--- src/rtl/refdiv_pkg.sv ---
package refdiv_pkg;

  localparam int TEST_W = 3;

  typedef enum logic [1:0] {
    SRC_STATIC = 2'd0,
    SRC_FBHALF = 2'd1,
    SRC_CMPSQ  = 2'd2
  } port_src_e;

  // Test bits: 100 shows feedback/2, other codes with MSB set show the
  // comparison square wave, everything else shows the static port bit.
  function automatic port_src_e port_source(input logic [TEST_W-1:0] tsel);
    if (tsel == 3'b100)
      return SRC_FBHALF;
    else if (tsel[TEST_W-1])
      return SRC_CMPSQ;
    else
      return SRC_STATIC;
  endfunction

endpackage

--- src/rtl/refdiv_code_decode.sv ---
module refdiv_code_decode #(
  parameter int EXP_W   = 3,
  parameter int CODE_W  = EXP_W + 2,
  parameter int RATIO_W = (1 << EXP_W) + 1
) (
  input  logic [CODE_W-1:0]  code,
  output logic [RATIO_W-1:0] ratio,
  output logic               legal
);

  logic [1:0]       family;
  logic [EXP_W-1:0] expo;
  logic [2:0]       mant;

  assign family = code[CODE_W-1:EXP_W];
  assign expo   = code[EXP_W-1:0];
  assign mant   = {1'b1, family};   // 5, 6, 7 for families 1..3

  always_comb begin
    if (family == 2'b00) begin
      legal = 1'b1;
      ratio = RATIO_W'(2) << expo;
    end else if (expo == '0) begin
      legal = 1'b0;
      ratio = '0;
    end else begin
      legal = 1'b1;
      ratio = RATIO_W'(mant) << (expo - 1'b1);
    end
  end

  always_comb begin
    if (legal) begin
      AST_LEGAL_RATIO_MIN : assert (ratio >= RATIO_W'(2));
    end
  end

endmodule

--- src/rtl/refdiv_period_counter.sv ---
module refdiv_period_counter #(
  parameter int RATIO_W     = 9,
  parameter int RESET_RATIO = 2
) (
  input  logic               clk,
  input  logic               rst,
  input  logic [RATIO_W-1:0] next_ratio,
  output logic               pulse_q,
  output logic               sq_q
);

  logic [RATIO_W-1:0] cnt;
  logic [RATIO_W-1:0] active_ratio;
  logic [RATIO_W-1:0] cnt_inc;
  logic               terminal;

  assign terminal = (cnt == active_ratio - 1'b1);
  assign cnt_inc  = cnt + 1'b1;

  always_ff @(posedge clk) begin
    if (rst) begin
      cnt          <= '0;
      active_ratio <= RATIO_W'(RESET_RATIO);
      pulse_q      <= 1'b0;
      sq_q         <= 1'b0;
    end else if (terminal) begin
      cnt          <= '0;
      active_ratio <= next_ratio;
      pulse_q      <= 1'b1;
      sq_q         <= 1'b1;
    end else begin
      cnt          <= cnt_inc;
      pulse_q      <= 1'b0;
      sq_q         <= (cnt_inc < (active_ratio >> 1));
    end
  end

  AST_CNT_IN_PERIOD : assert property (@(posedge clk) disable iff (rst)
    cnt < active_ratio);

  AST_RATIO_SWAP_AT_END : assert property (@(posedge clk) disable iff (rst)
    !terminal |=> $stable(active_ratio));

  AST_PULSE_SINGLE : assert property (@(posedge clk) disable iff (rst)
    pulse_q |=> !pulse_q);

  AST_SQ_HIGH_AT_PULSE : assert property (@(posedge clk) disable iff (rst)
    pulse_q |-> sq_q);

endmodule

--- src/rtl/refdiv_fb_halver.sv ---
module refdiv_fb_halver (
  input  logic clk,
  input  logic rst,
  input  logic fb_pulse,
  output logic fb_half
);

  always_ff @(posedge clk) begin
    if (rst)
      fb_half <= 1'b0;
    else if (fb_pulse)
      fb_half <= ~fb_half;
  end

  AST_FB_TOGGLES : assert property (@(posedge clk) disable iff (rst)
    fb_pulse |=> (fb_half != $past(fb_half)));

  AST_FB_HOLDS : assert property (@(posedge clk) disable iff (rst)
    !fb_pulse |=> $stable(fb_half));

endmodule

--- src/rtl/refdiv_port_select.sv ---
module refdiv_port_select
  import refdiv_pkg::*;
(
  input  logic              clk,
  input  logic              rst,
  input  logic [TEST_W-1:0] test_mode,
  input  logic              port_bit,
  input  logic              fb_half,
  input  logic              cmp_sq,
  output logic              port_q
);

  port_src_e src;
  assign src = port_source(test_mode);

  always_ff @(posedge clk) begin
    if (rst) begin
      port_q <= 1'b0;
    end else begin
      unique case (src)
        SRC_FBHALF: port_q <= fb_half;
        SRC_CMPSQ:  port_q <= cmp_sq;
        default:    port_q <= port_bit;
      endcase
    end
  end

  AST_PORT_STATIC : assert property (@(posedge clk) disable iff (rst)
    (test_mode[TEST_W-1] == 1'b0) |=> (port_q == $past(port_bit)));

  AST_PORT_CMP : assert property (@(posedge clk) disable iff (rst)
    (test_mode[TEST_W-1] && test_mode != 3'b100) |=> (port_q == $past(cmp_sq)));

endmodule

--- src/rtl/ref_divider.sv ---
module ref_divider
  import refdiv_pkg::*;
#(
  parameter int EXP_W       = 3,
  parameter int RESET_RATIO = 2,
  localparam int CODE_W     = EXP_W + 2,
  localparam int RATIO_W    = (1 << EXP_W) + 1
) (
  input  logic              clk,
  input  logic              rst,
  input  logic [CODE_W-1:0] ratio_code,
  input  logic [TEST_W-1:0] test_mode,
  input  logic              port_bit,
  input  logic              fb_pulse,
  output logic              fcomp_pulse,
  output logic              fcomp_sq,
  output logic              port_out,
  output logic              code_illegal
);

  logic [RATIO_W-1:0] dec_ratio;
  logic               dec_legal;
  logic [RATIO_W-1:0] pending_ratio;
  logic               illegal_q;
  logic               fb_half;

  refdiv_code_decode #(
    .EXP_W   (EXP_W),
    .CODE_W  (CODE_W),
    .RATIO_W (RATIO_W)
  ) u_decode (
    .code  (ratio_code),
    .ratio (dec_ratio),
    .legal (dec_legal)
  );

  // Latest legal ratio; an illegal code leaves it untouched.
  always_ff @(posedge clk) begin
    if (rst) begin
      pending_ratio <= RATIO_W'(RESET_RATIO);
      illegal_q     <= 1'b0;
    end else begin
      illegal_q <= ~dec_legal;
      if (dec_legal)
        pending_ratio <= dec_ratio;
    end
  end

  assign code_illegal = illegal_q;

  AST_ILLEGAL_KEEPS_RATIO : assert property (@(posedge clk) disable iff (rst)
    illegal_q |-> $stable(pending_ratio));

  AST_PENDING_NONZERO : assert property (@(posedge clk) disable iff (rst)
    pending_ratio >= RATIO_W'(2));

  refdiv_period_counter #(
    .RATIO_W     (RATIO_W),
    .RESET_RATIO (RESET_RATIO)
  ) u_counter (
    .clk        (clk),
    .rst        (rst),
    .next_ratio (pending_ratio),
    .pulse_q    (fcomp_pulse),
    .sq_q       (fcomp_sq)
  );

  refdiv_fb_halver u_fb_half (
    .clk      (clk),
    .rst      (rst),
    .fb_pulse (fb_pulse),
    .fb_half  (fb_half)
  );

  refdiv_port_select u_port (
    .clk       (clk),
    .rst       (rst),
    .test_mode (test_mode),
    .port_bit  (port_bit),
    .fb_half   (fb_half),
    .cmp_sq    (fcomp_sq),
    .port_q    (port_out)
  );

endmodule

--- config.mk ---
export PLATFORM = sky130hd
export DESIGN_NAME = ref_divider
export DESIGN_NICKNAME = d
export VERILOG_FILES = /design/src/rtl/refdiv_pkg.sv /design/src/rtl/refdiv_code_decode.sv /design/src/rtl/refdiv_period_counter.sv /design/src/rtl/refdiv_fb_halver.sv /design/src/rtl/refdiv_port_select.sv /design/src/rtl/ref_divider.sv
export SDC_FILE = /design/constraint.sdc
export NUM_CORES = 1
export LEC_CHECK = 0
export ABC_AREA = 1
export BUFFER_PORTS_ARGS = -buffer_cell sky130_fd_sc_hd__buf_4
export CAP_MARGIN = 10
export CORE_UTILIZATION = 64
export CTS_CLUSTER_SIZE = 10
export DETAILED_ROUTE_END_ITERATION = 7
export PLACE_DENSITY_LB_ADDON = 0.08
export SLEW_MARGIN = 20
export SYNTH_ARGS = -nofsm -noshare
export SYNTH_HDL_FRONTEND = slang
export SYNTH_SLANG_ARGS = --single-unit
--- constraint.sdc ---
create_clock -name clk -period 4.3 [get_ports clk]
set_input_delay 0.645 -clock clk [delete_from_list [all_inputs] [get_ports clk]]
set_output_delay 0.645 -clock clk [all_outputs]
set_load 0.05 [all_outputs]
======== Word level (Yosys, flattened, before mapping) ========
Cells that the tools add are included.
W data, S select, Z words.
operators by class
  shift operators ......................... 2
  multiplexer cells ....................... 9
  bitwise logic cells ..................... 2
  equality and inequality tests ........... 4
  magnitude comparators ................... 1
  reduce and logical (&&, ||, !) cells .... 3
  add/sub/neg operators ................... 3
operators by type and width
  kind                   number
  $mux W9                2
  $add A9 B1 Y9 const B  1
  $eq A9 B9 Y1           1
  $lt A9 B8 Y1           1
  $shl A2 B3 Y9 const A  1
  $shl A3 B3 Y9          1
  $sub A9 B1 Y9 const B  1
  $mux W1                4
  $mux W2                2
  $eq A3 B3 Y1 const B   1
  $logic_not A3 Y1       1
  $sub A3 B1 Y3 const B  1
  $eq A2 B1 Y1 const B   1
  $eq A2 B2 Y1 const B   1
  $logic_not A2 Y1       1
  $not A1 Y1             2
  $pmux W1 S2            1
  $reduce_or A2 Y1       1
word-level totals
  bits in registers ....................... 32
  word-level logic and storage cells ...... 32
  bits of input ports ..................... 12
  output and inout port bits .............. 4

======== Longest topological paths before layout ========
  depth in word-level cells ............... 4
  mapped depth ............................ 15
  depth with buffers taken out ............ 15

======== Modules after synthesis ========
From an unflattened synthesis, not the netlist that was laid out.
second synthesis, totals
  cell total of the unflattened synthesis .. 353
  area total of the unflattened synthesis .. 2267.2 µm²
modules (own cells, without submodules)
  module                 area an instance (µm²)  times used  seq. area each (µm²)  cells each
  refdiv_period_counter  1398.8                  1           400.4                 207
  ref_divider            405.4                   1           200.2                 58
  refdiv_code_decode     355.3                   1           0.0                   69
  refdiv_port_select     68.8                    1           20.0                  13
  refdiv_fb_halver       38.8                    1           20.0                  6

======== Worst setup path before layout ========
Ideal clock, no wire load.
  path kind ............................... flip-flop to flip-flop
  start ................................... register u_counter.cnt[0]
  end ..................................... register u_counter.sq_q
  stages on the path, launching flop included .. 13
  clock period less this slack ............ 1746 ps
  slack ................................... 2554 ps
  buffers on the path ..................... 0
  required time ........................... 4188 ps
  arrival time ............................ 1634 ps
  library setup time ...................... 112 ps
  path through ............................ dfxtp_1 ha_1 nand3_1 xor2_1 inv_1 ha_1 nand3_1 o21ai_0 nand2_1 nand3_1 nand2_1 nand2_1 nand2_1
between the ends
  word-level cells in the longest chain between the ends .. 3
  elaborated cells on any way between the ends .. 4
  those cells by class .................... add/sub: 1; order compare: 1; eq/ne: 1; mux: 1
ends and longest elaborated chain
  item                            line                         source
  start: declaration              refdiv_period_counter.sv:12  logic [RATIO_W-1:0] cnt;
  start signal: assignment        refdiv_period_counter.sv:32  cnt <= cnt_inc;
  $add A9 B1 Y9                   refdiv_period_counter.sv:18  assign cnt_inc = cnt + 1'b1;
  named net u_counter.cnt_inc[4]  refdiv_period_counter.sv:14  logic [RATIO_W-1:0] cnt_inc;
  $lt A9 B8 Y1                    refdiv_period_counter.sv:34  sq_q <= (cnt_inc < (active_ratio >> 1));
  $mux W1                         refdiv_period_counter.sv:26  end else if (terminal) begin
  end signal: assignment          refdiv_period_counter.sv:34
  end: declaration                refdiv_period_counter.sv:9   output logic sq_q
The timed path passes the listed nets, and every way through them passes these cells.
A chain may end at the register's enable or synchronous reset.

======== Final worst setup path ========
  start ................................... register u_counter.active_ratio[0]
  end ..................................... register u_counter.cnt[7]
between the ends
  word-level cells in the longest chain between the ends .. 3
ends and longest elaborated chain
  item                        line                         source
  start: declaration          refdiv_period_counter.sv:13  logic [RATIO_W-1:0] active_ratio;
  start signal: assignment    refdiv_period_counter.sv:23  active_ratio <= RATIO_W'(RESET_RATIO);
  start signal: assignment    refdiv_period_counter.sv:28  active_ratio <= next_ratio;
  $sub A9 B1 Y9               refdiv_period_counter.sv:17  assign terminal = (cnt == active_ratio - 1'b1);
  $eq A9 B9 Y1                refdiv_period_counter.sv:17
  $reduce_or A2 Y1 (no line)  n/a
No other way between the ends.

==> impl_summary.log <==
INFO  metric worstPathRequired = between 4 and 5 ns
INFO  metric worst-endpoint-arrival = around 2.2 ns
INFO  metric synth-edff-count = 0
INFO  metric synth.yosys.seq_area_share = 31.9%
INFO  metric synth_top_area_share = 31.9%
INFO  metric postCtsResizedCells = 0
INFO  metric path_max_fanout = 11
INFO  metric cts_bufs_inserted = 5
INFO  metric final_setup_skew = 0.00509 ns
INFO  metric cts.clk_slew.worst_paths = 0.10 ns
INFO  metric period_needed = 1.99 ns
INFO  metric grt_overflow_total = 0
INFO  metric root_buffer = clkbuf_4
INFO  metric post-layout-total-power = ~1.1 mW
INFO  metric fp.dieW = ~58 um
INFO  metric synth.net_count = 316
INFO  metric timing.hold.worst_path_depth = 2
INFO  metric cp_top_family = simple AND/OR/NAND/NOR gates
INFO  metric rsz0062_at_grt = no
INFO  metric rr_startpoint = u_counter.active_ratio[0]
INFO  metric critPathMaxStageDelay = approximately 0.44 ns
INFO  metric most_common_library_cell_in_the_layout_ignoring_fill_and_taps = nand2_1
INFO  metric power.switching_fraction = ~44%
INFO  metric io_pins = 16
INFO  metric synth_area_per_cell = 6.92 um^2
INFO  metric worst_setup_path_startpoint = u_counter.active_ratio[0]
INFO  metric remaining_drc_errors = 0
INFO  metric leakage_component_of_the_power = 1.11 nW
INFO  metric max_freq = 0.504 GHz
INFO  metric fin_cells = 335
INFO  metric timing.critical_path.slowest_stage_cell = dfxtp_1
INFO  metric synth_flop_cell = dfxtp_1
INFO  metric fillers = 227
INFO  metric cp_num_cells = 10
INFO  metric intPower = 0.602 mW
INFO  metric fin_hold_ws = 0.475 ns
INFO  metric rr_worst_depth = 10
INFO  metric synth_area_leader_cell = dfxtp_1
INFO  metric clock_tree.buffer_depth = 2
INFO  metric cp_cell_sequence = inv_2 > ha_1 > xor2_1 > nand2_1 > nor2_1 > nand3_2 > nor2_4 > nand2_4 > nand2_4 > nor2_1
INFO  metric dieArea = 3360 um^2
INFO  metric wire_length_of_the_first_global_routing_pass = just under 7000 um
INFO  metric comb_power_share = 47.6%
INFO  metric placer_congestion = a little over 0.9
INFO  metric cts_hold_buffers = 0
INFO  metric core_area = approximately 2900 um^2
INFO  metric nets = 330
INFO  metric clock_insertion_delay_worst_skew = between 0.3 and 0.4 ns
INFO  metric clock-sinks = 32
INFO  metric tritoncts = yes
INFO  metric routedWlPerCell = 11.8 um
INFO  metric worstHoldStart = pending_ratio[5]
INFO  metric synth.top_cells.by_area = dfxtp_1 32%, nand2_1 13%, ha_1 8.7%
INFO  metric dpl_cell_area = 2100 um^2
INFO  metric net_sw_power = ~0.47 mW
INFO  metric grt_pass1_vias = 1605
INFO  metric seqPwrFrac = 34.4%
INFO  metric layout-drive-gt1-share = 13.5%
INFO  metric path_buf_inv = 1
INFO  metric stdcell_area = 2170 um^2
INFO  metric ys_ff_latch = 32
INFO  metric wirelength = between 3000 and 4000 um
INFO  metric groute.usage.overall = about a quarter
INFO  metric timing.final.crit_share = 46.2%
INFO  metric vias = 1801
INFO  metric core.rowCount = 19
INFO  metric post_synth_inst_count = 290
INFO  metric cap_violations = 0
INFO  metric clock_power_share = around 18%
INFO  metric cts.repair_timing.setup_buffer_count = 0
INFO  metric synth_cell_types = 29
INFO  metric placedCellCount = 328
INFO  metric worstSetupEndpointType = register
INFO  metric insertedDiodeCount = 0
INFO  metric critPathLaunchType = register
INFO  metric initial_core_util = 70.4%
INFO  metric syn_to_final_growth = 7.98%
INFO  metric antenna_violations_before_repair = 0
INFO  metric timing.hold.worst.class = register to register
INFO  metric remaining_max_slew_budget_at_the_tightest_pin = 50.4%
INFO  metric drt_first_iter_violations = 92
INFO  metric layout.cells.most_common_list = 71 x nand2_1, 36 x inv_1, 32 x nor2_1, 32 x dfxtp_1, 24 x nand3_1
INFO  metric final-hold-violation-count = 0
INFO  metric setup-violations-final = 0
INFO  metric route.detailed.vias_per_inst = 5.38
INFO  metric tightest_slew = 0.743 ns
INFO  metric dpl.hpwl = 3060 um
INFO  metric antenna_left = 0
INFO  metric p_per_area = between 400 and 500 nW/um^2
INFO  metric report.final.slew_viol_count = 0
INFO  metric syn_area = 2010 um^2
INFO  metric yosys_warnings = 0
INFO  metric fin_tns_setup = 0 ns
INFO  metric htree_num_levels = 2
INFO  metric vdd.ir_drop.worst = 296 uV
INFO  metric floorplan.die.height = 58 um
INFO  metric drtPass1Iterations = 4
INFO  metric synth-async-reset-ratio = 0%
INFO  metric outcome = completed
INFO  metric buffer_ports.inserted = 15
INFO  metric grt_start_max_net_pins = 24
INFO  metric timing_worst_setup_path_type = register to register
==> final timing paths <==
path,end,slack [ns]
hold reg to reg,pending_ratio[5],0.48
hold / removal,pending_ratio[5],0.48
setup / recovery,u_counter.cnt[7],2.31
setup reg to reg,u_counter.cnt[7],2.31
==> flip-flops by register name (all words and copies together) (netlist names) <==
signal,count
pending_ratio,9
u_counter.active_ratio,9
u_counter.cnt,9
code_illegal,1
u_counter.pulse_q,1
u_counter.sq_q,1
u_fb_half.fb_half,1
u_port.port_q,1
==> power groups by stage <==
stage               clock [mW]  sequential, mW  combinational [mW]
floorplan                    0           0.395               0.418
global placement             0           0.376               0.499
detailed placement           0           0.377               0.508
CTS                      0.196           0.370               0.511
global route             0.207           0.376               0.572
finish                   0.193           0.371               0.513
==> Yosys cell counts (3+ instances only) <==
| library cell | count |
|---|---|
| a21oi_1 | 5 |
| a31oi_1 | 5 |
| buf_2 | 3 |
| buf_6 | 3 |
| dfxtp_1 | 32 |
| ha_1 | 14 |
| inv_1 | 36 |
| inv_2 | 6 |
| nand2_1 | 71 |
| nand3_1 | 24 |
| nand4_1 | 12 |
| nor2_1 | 32 |
| nor2_2 | 6 |
| o211ai_1 | 3 |
| o21ai_0 | 8 |
| xnor2_1 | 4 |
| xor2_1 | 9 |
==> cells by family (layout without fill, tap and decap cells) <==
kind of cell,after synthesis,in the layout,synth area share [%]
and+or+nand+nor,155,155,35.2
adders and majority gates,14,14,8.73
DFF,32,32,31.9
AOI/OAI and AO/OA,26,26,7.79
buffers and inverters,50,64,10.7
xor gates and xnor gates,13,13,5.67
==> worst register-to-register path, delay by kind of cell, from the launching register on <==
family / cells / cell delay, ns
flops: 1 / 0.44
simple gates: 7 / 0.91
buf+inv: 1 / 0.07
xor+xnor: 1 / 0.16
fa+ha+maj: 1 / 0.31
==> area by class of cell <==
| class | count | area (um^2) | area share [%] |
|---|---|---|---|
| clock buffer | 7 | 65.1 | 3.00 |
| inverter | 42 | 158 | 7.27 |
| multi-input combinational | 208 | 1150 | 53.2 |
| sequential | 32 | 641 | 29.6 |
| tap | 31 | 38.8 | 1.79 |
| timing repair buffer | 15 | 113 | 5.20 |
==> routing by layer <==
layer | part of all wire, % | wire length [um] | global-route usage (%)
met1 | 48 | 1890 | 34.3
met2 | 44 | 1750 | 42.9
met3 | 6.0 | 238 | 6.47
met4 | 1.8 | 70 | 9.18
met5 | 0 | 0 | 0
==> through the flow <==
step / setup WS, ns / util (%)
floorplan: 2.55 / -
global placement: 2.29 / 73.7
detailed placement: 2.18 / 73.7
CTS: 2.30 / 76.0
global route: 2.13 / 76.0
finish: 2.31 / 76.0
No activity file was read; power rests on OpenSTA's default activity.
